$ cat src/rtl/rtc_ls_pkg.sv
package rtc_ls_pkg;
  localparam int WORD_W      = 32;
  localparam int MS_PER_S    = 1000;
  localparam int MS_W        = $clog2(MS_PER_S);
  localparam int EVT_W       = 5;
  localparam int NUM_SEC_ALM = 2;

  // event bit positions shared by IENAB and PEND
  localparam int EVB_ALM0  = 0;
  localparam int EVB_ALM1  = 1;
  localparam int EVB_MSALM = 2;
  localparam int EVB_SCD   = 3;
  localparam int EVB_MSCD  = 4;

  // register byte offsets
  localparam logic [7:0] OFS_SEC    = 8'h00;
  localparam logic [7:0] OFS_MSEC   = 8'h04;
  localparam logic [7:0] OFS_SHADOW = 8'h08;
  localparam logic [7:0] OFS_FLAGS  = 8'h0C;
  localparam logic [7:0] OFS_ALM0   = 8'h10;
  localparam logic [7:0] OFS_ALM1   = 8'h14;
  localparam logic [7:0] OFS_MSALM  = 8'h18;
  localparam logic [7:0] OFS_IENAB  = 8'h1C;
  localparam logic [7:0] OFS_PEND   = 8'h20;

  typedef logic [WORD_W-1:0] word_t;
  typedef logic [MS_W-1:0]   ms_t;
  typedef logic [EVT_W-1:0]  evt_t;
endpackage

$ cat src/rtl/rtc_ls_timebase.sv
module rtc_ls_timebase
  import rtc_ls_pkg::*;
#(
  parameter int TICK_HZ = 32768
) (
  input  logic  clk,
  input  logic  rst_n,
  input  logic  tick,
  input  logic  load,
  input  word_t load_val,
  output word_t sec,
  output ms_t   ms
);
  localparam int ACC_W = $clog2(TICK_HZ + MS_PER_S + 1);

  logic [ACC_W-1:0] acc_q, acc_sum;
  logic             step;

  always_comb begin
    acc_sum = acc_q + ACC_W'(MS_PER_S);
    step    = (acc_sum >= ACC_W'(TICK_HZ));
  end

  always_ff @(posedge clk or negedge rst_n) begin
    if (!rst_n) begin
      acc_q <= '0;
      ms    <= '0;
      sec   <= '0;
    end else if (load) begin
      acc_q <= '0;
      ms    <= '0;
      sec   <= load_val;
    end else if (tick) begin
      acc_q <= step ? (acc_sum - ACC_W'(TICK_HZ)) : acc_sum;
      if (step) begin
        if (ms == ms_t'(MS_PER_S - 1)) begin
          ms  <= '0;
          sec <= sec + 1'b1;
        end else begin
          ms <= ms + 1'b1;
        end
      end
    end
  end
endmodule

$ cat src/rtl/rtc_ls_post.sv
module rtc_ls_post
  import rtc_ls_pkg::*;
#(
  parameter int POST_DIV = 8,
  parameter int BUSY_LEN = 4
) (
  input  logic  clk,
  input  logic  rst_n,
  input  logic  tick,
  input  logic  load,
  input  word_t load_val,
  input  word_t live_sec,
  input  ms_t   live_ms,
  output logic  busy,
  output word_t view_sec,
  output ms_t   view_ms
);
  localparam int PC_W = (POST_DIV > 1) ? $clog2(POST_DIV) : 1;
  localparam int BC_W = $clog2(BUSY_LEN + 1);

  logic [PC_W-1:0] pcnt_q;
  logic [BC_W-1:0] bcnt_q;
  logic            post;

  assign post = tick && (pcnt_q == PC_W'(POST_DIV - 1));
  assign busy = (bcnt_q != '0);

  always_ff @(posedge clk or negedge rst_n) begin
    if (!rst_n) begin
      pcnt_q <= '0;
      bcnt_q <= '0;
    end else begin
      if (tick) pcnt_q <= post ? '0 : pcnt_q + 1'b1;
      if (post)        bcnt_q <= BC_W'(BUSY_LEN);
      else if (busy)   bcnt_q <= bcnt_q - 1'b1;
    end
  end

  always_ff @(posedge clk or negedge rst_n) begin
    if (!rst_n) begin
      view_sec <= '0;
      view_ms  <= '0;
    end else if (load) begin
      view_sec <= load_val;
      view_ms  <= '0;
    end else if (bcnt_q == BC_W'(1)) begin
      view_sec <= live_sec;
      view_ms  <= live_ms;
    end
  end
endmodule

$ cat src/rtl/rtc_ls_regs.sv
module rtc_ls_regs
  import rtc_ls_pkg::*;
#(
  parameter int ADDR_W = 8
) (
  input  logic                    clk,
  input  logic                    rst_n,
  input  logic                    req_valid,
  output logic                    req_ready,
  input  logic                    req_write,
  input  logic [ADDR_W-1:0]       req_addr,
  input  word_t                   req_wdata,
  output logic                    rsp_valid,
  input  logic                    rsp_ready,
  output word_t                   rsp_rdata,
  input  logic                    busy,
  input  word_t                   view_sec,
  input  ms_t                     view_ms,
  input  word_t                   live_sec,
  output logic                    sec_load,
  output word_t                   sec_load_val,
  output word_t [NUM_SEC_ALM-1:0] alarm_q,
  output word_t                   shadow_q,
  output evt_t                    mask_q,
  output evt_t                    status_q,
  output logic                    irq
);
  logic acc_fire, wr_ok, rd_fire;
  logic [NUM_SEC_ALM-1:0] match, match_q;
  word_t msalm_q, rd_mux;
  evt_t  set_v, clr_v;

  function automatic logic hit(input logic [ADDR_W-1:0] a, input logic [7:0] ofs);
    return a == ADDR_W'(ofs);
  endfunction

  assign req_ready = !rsp_valid || rsp_ready;
  assign acc_fire  = req_valid && req_ready;
  assign wr_ok     = acc_fire && req_write && !busy;
  assign rd_fire   = acc_fire && !req_write;

  assign sec_load     = wr_ok && hit(req_addr, OFS_SEC);
  assign sec_load_val = req_wdata;

  for (genvar a = 0; a < NUM_SEC_ALM; a++) begin : g_alm
    localparam logic [7:0] A_OFS = OFS_ALM0 + 8'(4 * a);
    assign match[a] = (live_sec == alarm_q[a]) && (alarm_q[a] != '0);
    always_ff @(posedge clk or negedge rst_n) begin
      if (!rst_n)                        alarm_q[a] <= '0;
      else if (wr_ok && hit(req_addr, A_OFS)) alarm_q[a] <= req_wdata;
    end
  end

  always_comb begin
    set_v = '0;
    set_v[NUM_SEC_ALM-1:0] = match & ~match_q;
    clr_v = (wr_ok && hit(req_addr, OFS_PEND)) ? req_wdata[EVT_W-1:0] : '0;
  end

  always_ff @(posedge clk or negedge rst_n) begin
    if (!rst_n) begin
      match_q  <= '0;
      status_q <= '0;
      mask_q   <= '0;
      msalm_q  <= '0;
      shadow_q <= '0;
    end else begin
      match_q  <= match;
      status_q <= (status_q & ~clr_v) | set_v;
      if (wr_ok && hit(req_addr, OFS_IENAB)) mask_q  <= req_wdata[EVT_W-1:0];
      if (wr_ok && hit(req_addr, OFS_MSALM)) msalm_q <= req_wdata;
      if (rd_fire && hit(req_addr, OFS_MSEC)) shadow_q <= view_sec;
    end
  end

  always_comb begin
    rd_mux = '0;
    if      (hit(req_addr, OFS_SEC))    rd_mux = view_sec;
    else if (hit(req_addr, OFS_MSEC))   rd_mux = word_t'(view_ms);
    else if (hit(req_addr, OFS_SHADOW)) rd_mux = shadow_q;
    else if (hit(req_addr, OFS_FLAGS))  rd_mux = word_t'(busy);
    else if (hit(req_addr, OFS_ALM0))   rd_mux = alarm_q[0];
    else if (hit(req_addr, OFS_ALM1))   rd_mux = alarm_q[NUM_SEC_ALM-1];
    else if (hit(req_addr, OFS_MSALM))  rd_mux = msalm_q;
    else if (hit(req_addr, OFS_IENAB))  rd_mux = word_t'(mask_q);
    else if (hit(req_addr, OFS_PEND))   rd_mux = word_t'(status_q);
  end

  always_ff @(posedge clk or negedge rst_n) begin
    if (!rst_n) begin
      rsp_valid <= 1'b0;
      rsp_rdata <= '0;
    end else if (rd_fire) begin
      rsp_valid <= 1'b1;
      rsp_rdata <= rd_mux;
    end else if (rsp_ready) begin
      rsp_valid <= 1'b0;
    end
  end

  assign irq = |(status_q & mask_q);
endmodule

$ cat src/rtl/rtc_lowspeed.sv
module rtc_lowspeed
  import rtc_ls_pkg::*;
#(
  parameter int TICK_HZ  = 32768,
  parameter int POST_DIV = 8,
  parameter int BUSY_LEN = 4,
  parameter int ADDR_W   = 8
) (
  input  logic              clk,
  input  logic              rst_n,
  input  logic              tick_i,
  input  logic              req_valid,
  output logic              req_ready,
  input  logic              req_write,
  input  logic [ADDR_W-1:0] req_addr,
  input  logic [31:0]       req_wdata,
  output logic              rsp_valid,
  input  logic              rsp_ready,
  output logic [31:0]       rsp_rdata,
  output logic              irq
);
  word_t live_sec, view_sec, sec_load_val, shadow_q;
  ms_t   live_ms, view_ms;
  logic  busy, sec_load;
  evt_t  mask_q, status_q;
  word_t [NUM_SEC_ALM-1:0] alarm_q;

  rtc_ls_timebase #(.TICK_HZ(TICK_HZ)) u_tb (
    .clk(clk), .rst_n(rst_n), .tick(tick_i), .load(sec_load),
    .load_val(sec_load_val), .sec(live_sec), .ms(live_ms)
  );

  rtc_ls_post #(.POST_DIV(POST_DIV), .BUSY_LEN(BUSY_LEN)) u_post (
    .clk(clk), .rst_n(rst_n), .tick(tick_i), .load(sec_load),
    .load_val(sec_load_val), .live_sec(live_sec), .live_ms(live_ms),
    .busy(busy), .view_sec(view_sec), .view_ms(view_ms)
  );

  rtc_ls_regs #(.ADDR_W(ADDR_W)) u_regs (
    .clk(clk), .rst_n(rst_n),
    .req_valid(req_valid), .req_ready(req_ready), .req_write(req_write),
    .req_addr(req_addr), .req_wdata(req_wdata),
    .rsp_valid(rsp_valid), .rsp_ready(rsp_ready), .rsp_rdata(rsp_rdata),
    .busy(busy), .view_sec(view_sec), .view_ms(view_ms), .live_sec(live_sec),
    .sec_load(sec_load), .sec_load_val(sec_load_val),
    .alarm_q(alarm_q), .shadow_q(shadow_q), .mask_q(mask_q),
    .status_q(status_q), .irq(irq)
  );
endmodule

$ cat config.mk
export PLATFORM = sky130hd
export DESIGN_NAME = rtc_lowspeed
export DESIGN_NICKNAME = d
export VERILOG_FILES = /design/src/rtl/rtc_ls_pkg.sv /design/src/rtl/rtc_ls_timebase.sv /design/src/rtl/rtc_ls_post.sv /design/src/rtl/rtc_ls_regs.sv /design/src/rtl/rtc_lowspeed.sv
export SDC_FILE = /design/constraint.sdc
export NUM_CORES = 1
export LEC_CHECK = 0
export CORE_MARGIN = 1.5
export CORE_UTILIZATION = 55
export CTS_CLUSTER_SIZE = 10
export DETAILED_ROUTE_END_ITERATION = 8
export GPL_ROUTABILITY_DRIVEN = 1
export HOLD_SLACK_MARGIN = 0.06
export PLACE_DENSITY = 0.74
export SYNTH_ARGS = -nofsm -noshare
export SYNTH_HDL_FRONTEND = slang
export SYNTH_SLANG_ARGS = --single-unit
$ cat constraint.sdc
create_clock -name clk -period 3 [get_ports clk]
set_clock_uncertainty 0.15 [all_clocks]
set_input_delay 0.75 -clock clk [delete_from_list [all_inputs] [get_ports clk]]
set_output_delay 0.75 -clock clk [all_outputs]
set_load 0.1 [all_outputs]
-- Word-level counts from Yosys, hierarchy flattened
Cells that the tools add are included.
- register bits: 279
- input bits: 46
- add/sub/neg operators: 6
- $lt $le $gt $ge: 1
- equal/unequal tests: 13
- mux-type cells: 30
- bitwise gates (word level): 6
- reduce and logical (&&, ||, !) cells: 31
- operators by type and width (kind ; count):
    32-bit two-way mux ; 14
    32-bit equality test ; 2
    32-bit nonzero test ; 2
    10-bit two-way mux ; 6
    16-bit two-way mux ; 3
    32-bit by 1-bit adder with 32-bit output, second input constant ; 1
    8-bit by 5-bit equality test with 1-bit output, second input constant ; 4
    16-bit by 10-bit adder with 16-bit output, second input constant ; 1
    8-bit by 4-bit equality test with 1-bit output, second input constant ; 2
    16-bit >= comparator, second input constant ; 1
    16-bit subtractor, second input constant ; 1
    1-bit logical AND ; 14
    2-bit nonzero test ; 6
    10-bit by 1-bit adder with 10-bit output, second input constant ; 1
    5-bit bitwise AND ; 2
    10-bit equality test, second input constant ; 1
    5-bit two-way mux ; 2
    3-bit two-way mux ; 3
    8-bit by 3-bit equality test with 1-bit output, second input constant ; 1
    8-bit by 6-bit equality test with 1-bit output, second input constant ; 1
    8-bit logical NOT ; 1
    5-bit NOT ; 1
    5-bit by 2-bit OR with 5-bit output ; 1
    5-bit OR reduction ; 1
    other kinds (12) ; 15

-- Depth between registers and ports, before layout
Gate-level depths: netlist (run 1).
- word-level depth: 10
- mapped depth: 10

-- Modules after synthesis
Synthesis (run 1) repeated with hierarchy kept, for this count alone.
- cells, all modules: 1370
- area, all modules: 14582.7 um2
- modules (own cells, without submodules) (module ; times used ; cells an instance ; area an instance (um2)):
    rtc_ls_regs ; 1 ; 789 ; 9017.4
    rtc_ls_timebase ; 1 ; 368 ; 3325.7
    rtc_ls_post ; 1 ; 213 ; 2239.6

-- Worst setup path after synthesis (run 1)
No wires, ideal clock.
- kind: register -> register
- start point: reg u_regs.rsp_valid
- end point: reg u_tb.sec[22]
- data arrival time: 3.260 ns
- data required time: 2.756 ns
- slack: -0.504 ns
- stages on the path, launching flop included: 9
- period minus slack after synthesis: 3.504 ns
- cells stage by stage: dfrtp_1 nand2b_1 and4_1 clkbuf_1 nand2_1 clkbuf_1 clkbuf_1 nor2_1 a211oi_1
- word-level cells in the longest chain between the ends: 8
- RTL lines (element ; line ; RTL):
    from (decl) ; rtc_ls_regs.sv:13 ; output logic rsp_valid,
    from (signal assigned) ; rtc_ls_regs.sv:91 ; rsp_valid <= 1'b0;
    from (signal assigned) ; rtc_ls_regs.sv:94 ; rsp_valid <= 1'b1;
    from (signal assigned) ; rtc_ls_regs.sv:97 ; rsp_valid <= 1'b0;
    1-bit logical NOT * ; rtc_ls_regs.sv:37 ; assign req_ready = !rsp_valid || rsp_ready;
    1-bit logical OR * ; rtc_ls_regs.sv:37 ;
    via req_ready ; rtc_lowspeed.sv:13 ; output logic req_ready,
    1-bit logical AND * ; rtc_ls_regs.sv:38 ; assign acc_fire = req_valid && req_ready;
    1-bit logical AND * (2 in series) ; rtc_ls_regs.sv:39 ; assign wr_ok = acc_fire && req_write && !busy;
    1-bit logical AND * ; rtc_ls_regs.sv:42 ; assign sec_load = wr_ok && hit(req_addr, OFS_SEC);
    2-bit nonzero test (no source line) ; - ;
    3-bit AND reduction (no source line) ; - ;
    to (signal assigned) ; rtc_ls_timebase.sv:32 ; sec <= load_val;
    to (signal assigned) ; rtc_ls_timebase.sv:38 ; sec <= sec + 1'b1;
    to (decl) ; rtc_ls_timebase.sv:11 ; output word_t sec,
Mark *: on every way through the listed nets, which the timed path passes. The rest lies on a longest branch.
A chain may end at the register's enable or synchronous reset.

-- Final worst setup path (run 1)
- start point: reg u_tb.ms[0]
- end point: reg u_tb.sec[31]
- word-level cells in the longest chain between the ends: 3
- RTL lines (element ; line ; RTL):
    from (decl) ; rtc_ls_timebase.sv:12 ; output ms_t ms
    from (signal assigned) ; rtc_ls_timebase.sv:40 ; ms <= ms + 1'b1;
    10-bit equality test ; rtc_ls_timebase.sv:36 ; if (ms == ms_t'(MS_PER_S - 1)) begin
    2-bit nonzero test (no source line) ; - ;
    3-bit AND reduction (no source line) ; - ;
Every way passes these cells.

==> results.txt, run 1 <==
Routability-driven placement finished with a final weighted congestion of 0.989. For the worst setup path, the data required time is 3.32 ns. The worst path uses 92.8% of the clock period.

For this block, the routed nets add up to 38300 µm of wire. After detailed routing, the number of vias per cell comes to 6.44. The number of H-tree levels is 1, and the max-capacitance violation count is 0. The cell sitting at the root of the clock tree is a sky130_fd_sc_hd__clkbuf_16. The run gives 0.411 mV as the worst IR drop on VDD. Data on the critical path arrives at its endpoint at 3.10 ns. Global routing finished with a remaining overflow of 0. Fill cells in the final layout number 2012.

For the starting density of the core, the log shows 55.8%. For the count of nets left with antenna violations after detail routing, the log shows 0. Of all flip-flops after synthesis, the portion carrying an async set or reset was 100%. The run finished with clean final reports. The synthesized area per cell is 10.4 µm², and the number of buffers inserted during clock tree synthesis is 31. The floorplan step defined a die boundary enclosing 26400 µm².

The tools report the initial antenna violation count as 0. The tools report the count of endpoints failing hold in the final timing report as 0. The run gives 11166 as the via count of the first global-routing pass.

During I/O placement, the number of pins put on the boundary was 81. After the first detailed-routing iteration, the DRC count stood at 1358. Pin slew with the least headroom to its limit: 0.564 ns. The tools report the type of element launching the critical path as a flop. Clock-pin slew was measured on the worst setup and hold paths at 0.06 ns. The count of buffers added on input and output ports is 80.

The fraction of the yosys area taken by sequential cells was 49.3%; the setup slack after layout was 0.217 ns. Counting along the longest clock path gives a buffer depth of 3. For this design the static power due to leakage is 7.46 nW. For the count of buffers added by post-CTS timing repair for setup, the log shows 0. Predominant post-synthesis flop cell: sky130_fd_sc_hd__dfrtp_1. The floorplan has 58 rows.

The final count of pins violating max slew is 0. The pin count of the biggest net entering global routing is 78. For the relative slew slack, the log shows 61.6%. The overall routing resource usage is 29.7%, and the number of design rule violations left after detail routing is 0.

Setup slack on the worst reg-to-reg path comes out at 0.22 ns. The unique cell type count in the Yosys netlist is 62. CTS saw 276 sinks. The first global-routing pass estimated 61800 µm of wire. During synthesis, Yosys emitted a total of 0 warnings.

The worst setup path is captured at a flop. 0 antenna diodes ended up in the layout. The number of nets in the synthesized netlist came out at 1403. Setup repair after global routing left no endpoint under its margin.

The placed instance area was 15500 µm²; the area added between synthesis and finish was 16.8%. The wire length per cell after detailed routing was 21.7 µm. The logs give 1766 for the number of standard cells in the final layout excluding fillers and 14000 µm² for the area of the mapped netlist. The wire-length estimate of the detail-placed layout is 26700 µm. The worst setup path is of the reg -> reg kind. Hold is met by 0.334 ns. The setup slack after placement is -0.155 ns. Measured along the y axis, the die boundary spans 163 µm. The post-layout utilization of the core was 65.1%.

The flop and latch count out of synthesis works out to 276. The completed layout was analyzed and its total power is 9.26 mW. The first detailed-routing pass ran for 5 iterations. Counting tap cells, the placed design contains a total of 1729 instances. The path class of the tightest hold or removal check is reg -> reg. The clock reaches the later pin of the worst-skew pair after 0.56 ns. In the synthesized netlist, the number of instances is 1349.

The final net count was 1487; the number of synthesized flops with an enable pin was 0. The core region is 25100 µm². Die span in x: 163 µm.

After routing the design area is 16400 µm². Dividing total power by cell area gives a power density of 566 nW/µm². The biggest fanout along the worst timing path is 16, and the total negative slack for setup checks is 0 ns. For this block, the via count after detailed routing is 11367. Timing would allow up to 359 MHz. The post-route netlist has 21.4% of its cells at a drive strength greater than 1. For the number of setup violations in the final report, the log shows 0. TritonCTS built the clock tree. Subtracting the final worst setup slack from the clock period gives 2.78 ns.
==> cells in the mapped netlist (11+ instances only) <==
library cell	number	area share (%)
sky130_fd_sc_hd__o21ai_0	20	0.71
sky130_fd_sc_hd__nor4_1	39	1.7
sky130_fd_sc_hd__dfrtp_1	276	49
sky130_fd_sc_hd__inv_1	18	0.48
sky130_fd_sc_hd__xor2_1	67	4.2
sky130_fd_sc_hd__nand4_1	23	1.0
sky130_fd_sc_hd__or4_1	17	0.91
sky130_fd_sc_hd__mux2_2	138	11
sky130_fd_sc_hd__a22oi_1	57	3.1
sky130_fd_sc_hd__a41oi_1	24	1.5
sky130_fd_sc_hd__nor2_1	100	2.7
sky130_fd_sc_hd__and3_1	11	0.49
sky130_fd_sc_hd__nand2_1	158	4.2
sky130_fd_sc_hd__clkbuf_1	70	1.9
sky130_fd_sc_hd__o31ai_1	12	0.64
sky130_fd_sc_hd__buf_2	25	0.89
sky130_fd_sc_hd__a31oi_1	56	2.5
sky130_fd_sc_hd__a21oi_1	33	1.2
sky130_fd_sc_hd__nand3_1	31	1.1
==> logic make-up after synthesis <==
kind of cell    share of synthesized area [%]
xor+xnor                                 4.82
mux                                      12.0
fa+ha+maj                               0.715
compound gates                           13.1
buf+inv                                  3.74
flops                                    49.3
simple gates                             16.3
==> path summary, 6_finish.rpt <==
check | start | to | cells after the start
max in group asynchronous | rst_n | u_regs.alarm_q[63] | 3
max reg2reg | u_tb.ms[0] | u_tb.sec[31] | 7
min reg2reg | u_regs.rsp_rdata[0] | u_regs.rsp_rdata[0] | 2
min in group asynchronous | rst_n | u_tb.acc_q[3] | 2
min | u_regs.rsp_rdata[0] | u_regs.rsp_rdata[0] | 2
max | u_tb.ms[0] | u_tb.sec[31] | 7
==> layout make-up <==
type	count	area, µm²	share of cell area, %
flip-flops and latches	276	6910	42.2
multi-input cells	948	6620	40.4
repair buffers	158	1560	9.52
clock buffers	36	795	4.86
well taps	330	413	2.52
inverters	18	67.6	0.413
==> report_power, final <==
part,switching [mW],total (mW),internal [mW]
logic,1.18,1.76,0.576
registers,0.265,4.30,4.03
clock network,1.39,3.21,1.82
==> sequential cells by signal, indices dropped and copies added (netlist names), 5 cells and up <==
register and cells:
u_regs.shadow_q 32, u_regs.rsp_rdata 32, u_post.view_ms 10, u_regs.status_q 5
u_tb.ms 10, u_tb.acc_q 13, u_regs.mask_q 5, u_regs.msalm_q 32
u_tb.sec 32, u_regs.alarm_q 64, u_post.view_sec 32
==> cell usage in the layout (no fill, tap or decap), types with 6 or more instances in the layout <==
master,instances
sky130_fd_sc_hd__o31ai_1,12
sky130_fd_sc_hd__clkbuf_16,31
sky130_fd_sc_hd__dfrtp_1,275
sky130_fd_sc_hd__o21ai_0,20
sky130_fd_sc_hd__a211oi_1,10
sky130_fd_sc_hd__a31oi_1,56
sky130_fd_sc_hd__inv_1,18
sky130_fd_sc_hd__o22ai_1,6
sky130_fd_sc_hd__a41oi_1,24
sky130_fd_sc_hd__or4_1,17
sky130_fd_sc_hd__nor4_1,39
sky130_fd_sc_hd__and3_1,11
sky130_fd_sc_hd__nand3_1,31
sky130_fd_sc_hd__nor2b_1,9
sky130_fd_sc_hd__a21oi_1,33
sky130_fd_sc_hd__buf_4,92
sky130_fd_sc_hd__and4_1,8
sky130_fd_sc_hd__and2_1,9
sky130_fd_sc_hd__a22o_1,6
sky130_fd_sc_hd__nand2_1,157
sky130_fd_sc_hd__nor2_1,97
sky130_fd_sc_hd__nand4_1,23
sky130_fd_sc_hd__buf_12,20
sky130_fd_sc_hd__ha_1,8
sky130_fd_sc_hd__mux2_2,138
sky130_fd_sc_hd__mux2i_1,8
sky130_fd_sc_hd__clkdlybuf4s50_1,44
sky130_fd_sc_hd__xnor2_1,10
sky130_fd_sc_hd__a22oi_1,57
sky130_fd_sc_hd__nor3_1,10
sky130_fd_sc_hd__xor2_1,67
==> critical path: stages, from the launching register on <==
cell,delay [ns]
sky130_fd_sc_hd__dfrtp_1,0.40
sky130_fd_sc_hd__ha_1,0.20
sky130_fd_sc_hd__nor4bb_1,0.46
sky130_fd_sc_hd__and4_1,0.35
sky130_fd_sc_hd__mux2i_4,0.20
sky130_fd_sc_hd__buf_4,0.24
sky130_fd_sc_hd__or4_1,0.50
sky130_fd_sc_hd__a31oi_1,0.18
==> what timing repair did <==
action,CTS,global route
endpoints found under the hold margin,60,0
resized for setup,0,0
hold buffers,1,0
==> per-layer routing <==
layer	up-vias	part of all wire, %	global-route usage (%)
met4	0	2.4	7.76
met2	476	46	46.9
met3	82	7.4	4.89
met1	5723	44	42.6
met5	-	0	0
li1	5086	-	-
No activity file was read; power rests on OpenSTA's default activity.
==> run 2, diff against run 1 <==
--- a/config.mk
+++ b/config.mk
@@ -6,12 +6,11 @@
 export NUM_CORES = 1
 export LEC_CHECK = 0
 export CORE_MARGIN = 1.5
-export CORE_UTILIZATION = 55
+export CORE_UTILIZATION = 25
 export CTS_CLUSTER_SIZE = 10
 export DETAILED_ROUTE_END_ITERATION = 8
 export GPL_ROUTABILITY_DRIVEN = 1
 export HOLD_SLACK_MARGIN = 0.06
-export PLACE_DENSITY = 0.74
 export SYNTH_ARGS = -nofsm -noshare
 export SYNTH_HDL_FRONTEND = slang
 export SYNTH_SLANG_ARGS = --single-unit
==> results.txt, run 2 (same netlist as run 1, synthesis figures left out) <==
In the layout the commonest cells are 275 x sky130_fd_sc_hd__dfrtp_1, 157 x sky130_fd_sc_hd__nand2_1, 138 x sky130_fd_sc_hd__mux2_2. The logs give 68300 µm (+11%) for the wire length of the first global-routing pass and 0 (unchanged) for the count of endpoints failing hold in the final timing report. The average vias per placed instance was 5.12 (-20%); the overall die area was 57400 µm² (+120%). The count of input and output buffers came out at 80 (unchanged).

In this run the worst setup path begins at req_addr[4]. The tools report the number of setup violations in the final report as 0 (unchanged). Clock period minus worst slack: 2.66 ns (-0.126 ns). TritonCTS built the clock tree. The clock transition at the register clock pins on the worst setup and hold paths after CTS works out to 0.06 ns (about the same). The critical path ends at u_tb.sec[7].

The final net count is 1498 (+0.74%), and the number of H-tree levels is 2 (+1). The overall via count from detail_route was 11285 (-0.72%). The total wire length after detailed routing is 43500 µm (+14%), and the overall routing resource usage is 15.3% (-14 points). Traced cell by cell, the critical path runs through clkdlybuf4s50_1, buf_4, nor4_4, buf_4, nand2_1, buf_4, nor2_4, buf_12, a211oi_1, a311oi_1. The share of the clock period used by the worst path was 88.6% (-4.2 points). The tools report the cell chosen for the clock root as sky130_fd_sc_hd__clkbuf_16.

The tools report the placed instance area as 16100 µm² (+3.8%). The starting density of the core was 25.4% (-30 points); the biggest fanout along the worst timing path was 15 (-1). For the number of DRC markers after the initial detailed-route iteration, the log shows 940 (-31%). The total power divided by cell area was 574 nW/µm² (+1.4%). The run finished with clean final reports. The TritonCTS sink count was 276 (unchanged). Critical path endpoint category: a flop. Placed wire-length estimate after detailed placement: 31500 µm (+18%). The slowest stage of the critical path belongs to the cell sky130_fd_sc_hd__clkdlybuf4s50_1. The share of layout cells above drive strength 1 came out at 22.3% (+0.85 points). The cell that appears most often on the critical path is sky130_fd_sc_hd__buf_4. The post-cts resize count was 0 (unchanged). Classification of the worst setup path: in -> reg.

u_regs.alarm_q holds more flip-flops than any other register. The run gives 0.309 mV (-25%) as the worst IR drop on VDD. The run gives 11418 (+2.3%) as the via count of the first global-routing pass.

The die span in x is 240 µm (+47%). The final count of pins violating max slew was 0 (unchanged); the largest stage delay on the critical path was 0.46 ns (-0.04 ns). The total iterations of the first detailed-routing run came out at 5 (unchanged). Setup repair after global routing left no endpoint under its margin. The max-capacitance violation count is 0 (unchanged), and the number of buffers inserted during clock tree synthesis is 34 (+9.7%). The logs give 0 (unchanged) for the total overflow reported by the global router and 7.58 nW (+1.7%) for the static leakage. The tools report the final RePlAce weighted congestion as 0.896 (-9.4%).

The run gives 4 (+4) as the initial antenna violation count. The most common cell after layout, fill and taps aside was sky130_fd_sc_hd__dfrtp_1. The wire length per cell after detailed routing was 19.7 µm (-9.0%); the hold slack was 0.343 ns (+0.00921 ns). The run gives 0.52 ns (-0.04 ns) as the clock latency on the worst-skew pair.

Arrival time at the worst endpoint: 2.92 ns (-0.18 ns). The source of the worst register-to-register timing path is u_tb.ms[0]. The worst reg2reg path depth works out to 7 (unchanged). The tools report the number of design rule violations left after detail routing as 0 (unchanged). The register-to-register setup slack was 0.37 ns (+0.15 ns).

Number of flip-flops in the largest register: 64 (unchanged). For the maximum buffer depth of the clock tree, the log shows 3 (unchanged). For the number of standard-cell rows in the floorplan, the log shows 86 (+48%). The path class of the tightest hold or removal check is reg -> reg.

For the total core area, the log shows 55200 µm² (+120%). The die extent in y is 240 µm (+47%). The critical path data required time is 3.26 ns (-0.06 ns), and the final design area excluding fillers is 17100 µm² (+4.6%).

The run gives 376 MHz (+4.7%) as the peak clock frequency supported by timing. The worst register-to-register path ends at u_tb.sec[5]. The area growth from synthesis to layout is 22.2%. The run gives 0 (unchanged) as the count of nets left with antenna violations after detail routing. The relative slew slack was 58.9% (-2.7 points); the number of top-level design ports was 81 (unchanged). Pin count of the biggest net entering global routing: 67 (-14%). The pin slew with the least headroom to its limit is 0.612 ns (+0.0471 ns). STA classifies the critical path startpoint as an input port.
## run 2: changes by cell type in the layout (fill, tap and decap cells not counted), sizes merged
cell    before  now
inv         18   19
bufinv       0    1
clkinv       0    1
diode        0    1
clkbuf      36   42
buf        113  121
## run 2: repair_timing
action	4_1_cts	5_1_grt
hold endpoints to repair	5	0
setup buffers	0	0
hold buffers	1	0
## run 2: cell type report
type / count / area, µm²
Antenna cell: 1 / 2.50
Clock inverter: 3 / 43.8
Clock buffer: 42 / 912
Fill cell: 5663 / 38100
Multi-Input combinational cell: 948 / 6620
Tap cell: 748 / 936
Sequential cell: 276 / 6910
Timing Repair Buffer: 166 / 1620
Inverter: 18 / 67.6
## run 2: critical path, delay by kind of cell
family | cells | cell delay [ns]
and+or+nand+nor | 3 | 0.60
AOI/OAI and AO/OA | 2 | 0.36
buffers and inverters | 5 | 1.20
## run 2: where the power goes
group          switching [mW]  internal (mW)  total (mW)
Combinational            1.20          0.579        1.78
Sequential              0.285           4.03        4.32
Clock                    1.53           2.20        3.73
## run 2: metal layers
metal | vias up | wire, µm | share of wire (%) | global-route usage [%]
li1 | 5130 | - | - | -
met1 | 5758 | 19300 | 44 | 20.1
met2 | 310 | 21100 | 48 | 25.6
met3 | 81 | 1930 | 4.4 | 2.28
met4 | 6 | 1170 | 2.7 | 4.79
met5 | - | 32 | 0.074 | 0
## run 2: worst min path at each step
stage / startpoint / endpoint / slack, ns / cells past startpoint
after floorplan: rst_n / u_post.bcnt_q[0] / 0.30 / 0
after global placement: u_regs.shadow_q[6] / u_regs.shadow_q[6] / 0.32 / 1
after detailed placement: u_regs.rsp_rdata[0] / u_regs.rsp_rdata[0] / 0.34 / 2
after CTS: u_regs.rsp_rdata[0] / u_regs.rsp_rdata[0] / 0.35 / 2
after global routing: u_regs.shadow_q[10] / u_regs.shadow_q[10] / 0.37 / 1
final: u_regs.rsp_rdata[0] / u_regs.rsp_rdata[0] / 0.34 / 2
## run 2: through the flow
stage | power [mW] | cells | util, % | setup slack (ns) | setup TNS, ns
floorplan | 5.53 | 1349 | - | 0.176 | 0
global placement | 6.12 | 2155 | 29.2 | -0.0860 | -6.50
detailed placement | 6.18 | 2155 | 29.2 | -0.137 | -12.07
CTS | 9.94 | 2201 | 31.0 | 0.341 | 0
global route | 10.3 | 2202 | 31.0 | 0.223 | 0
finish | 9.83 | 2202 | 31.0 | 0.343 | 0
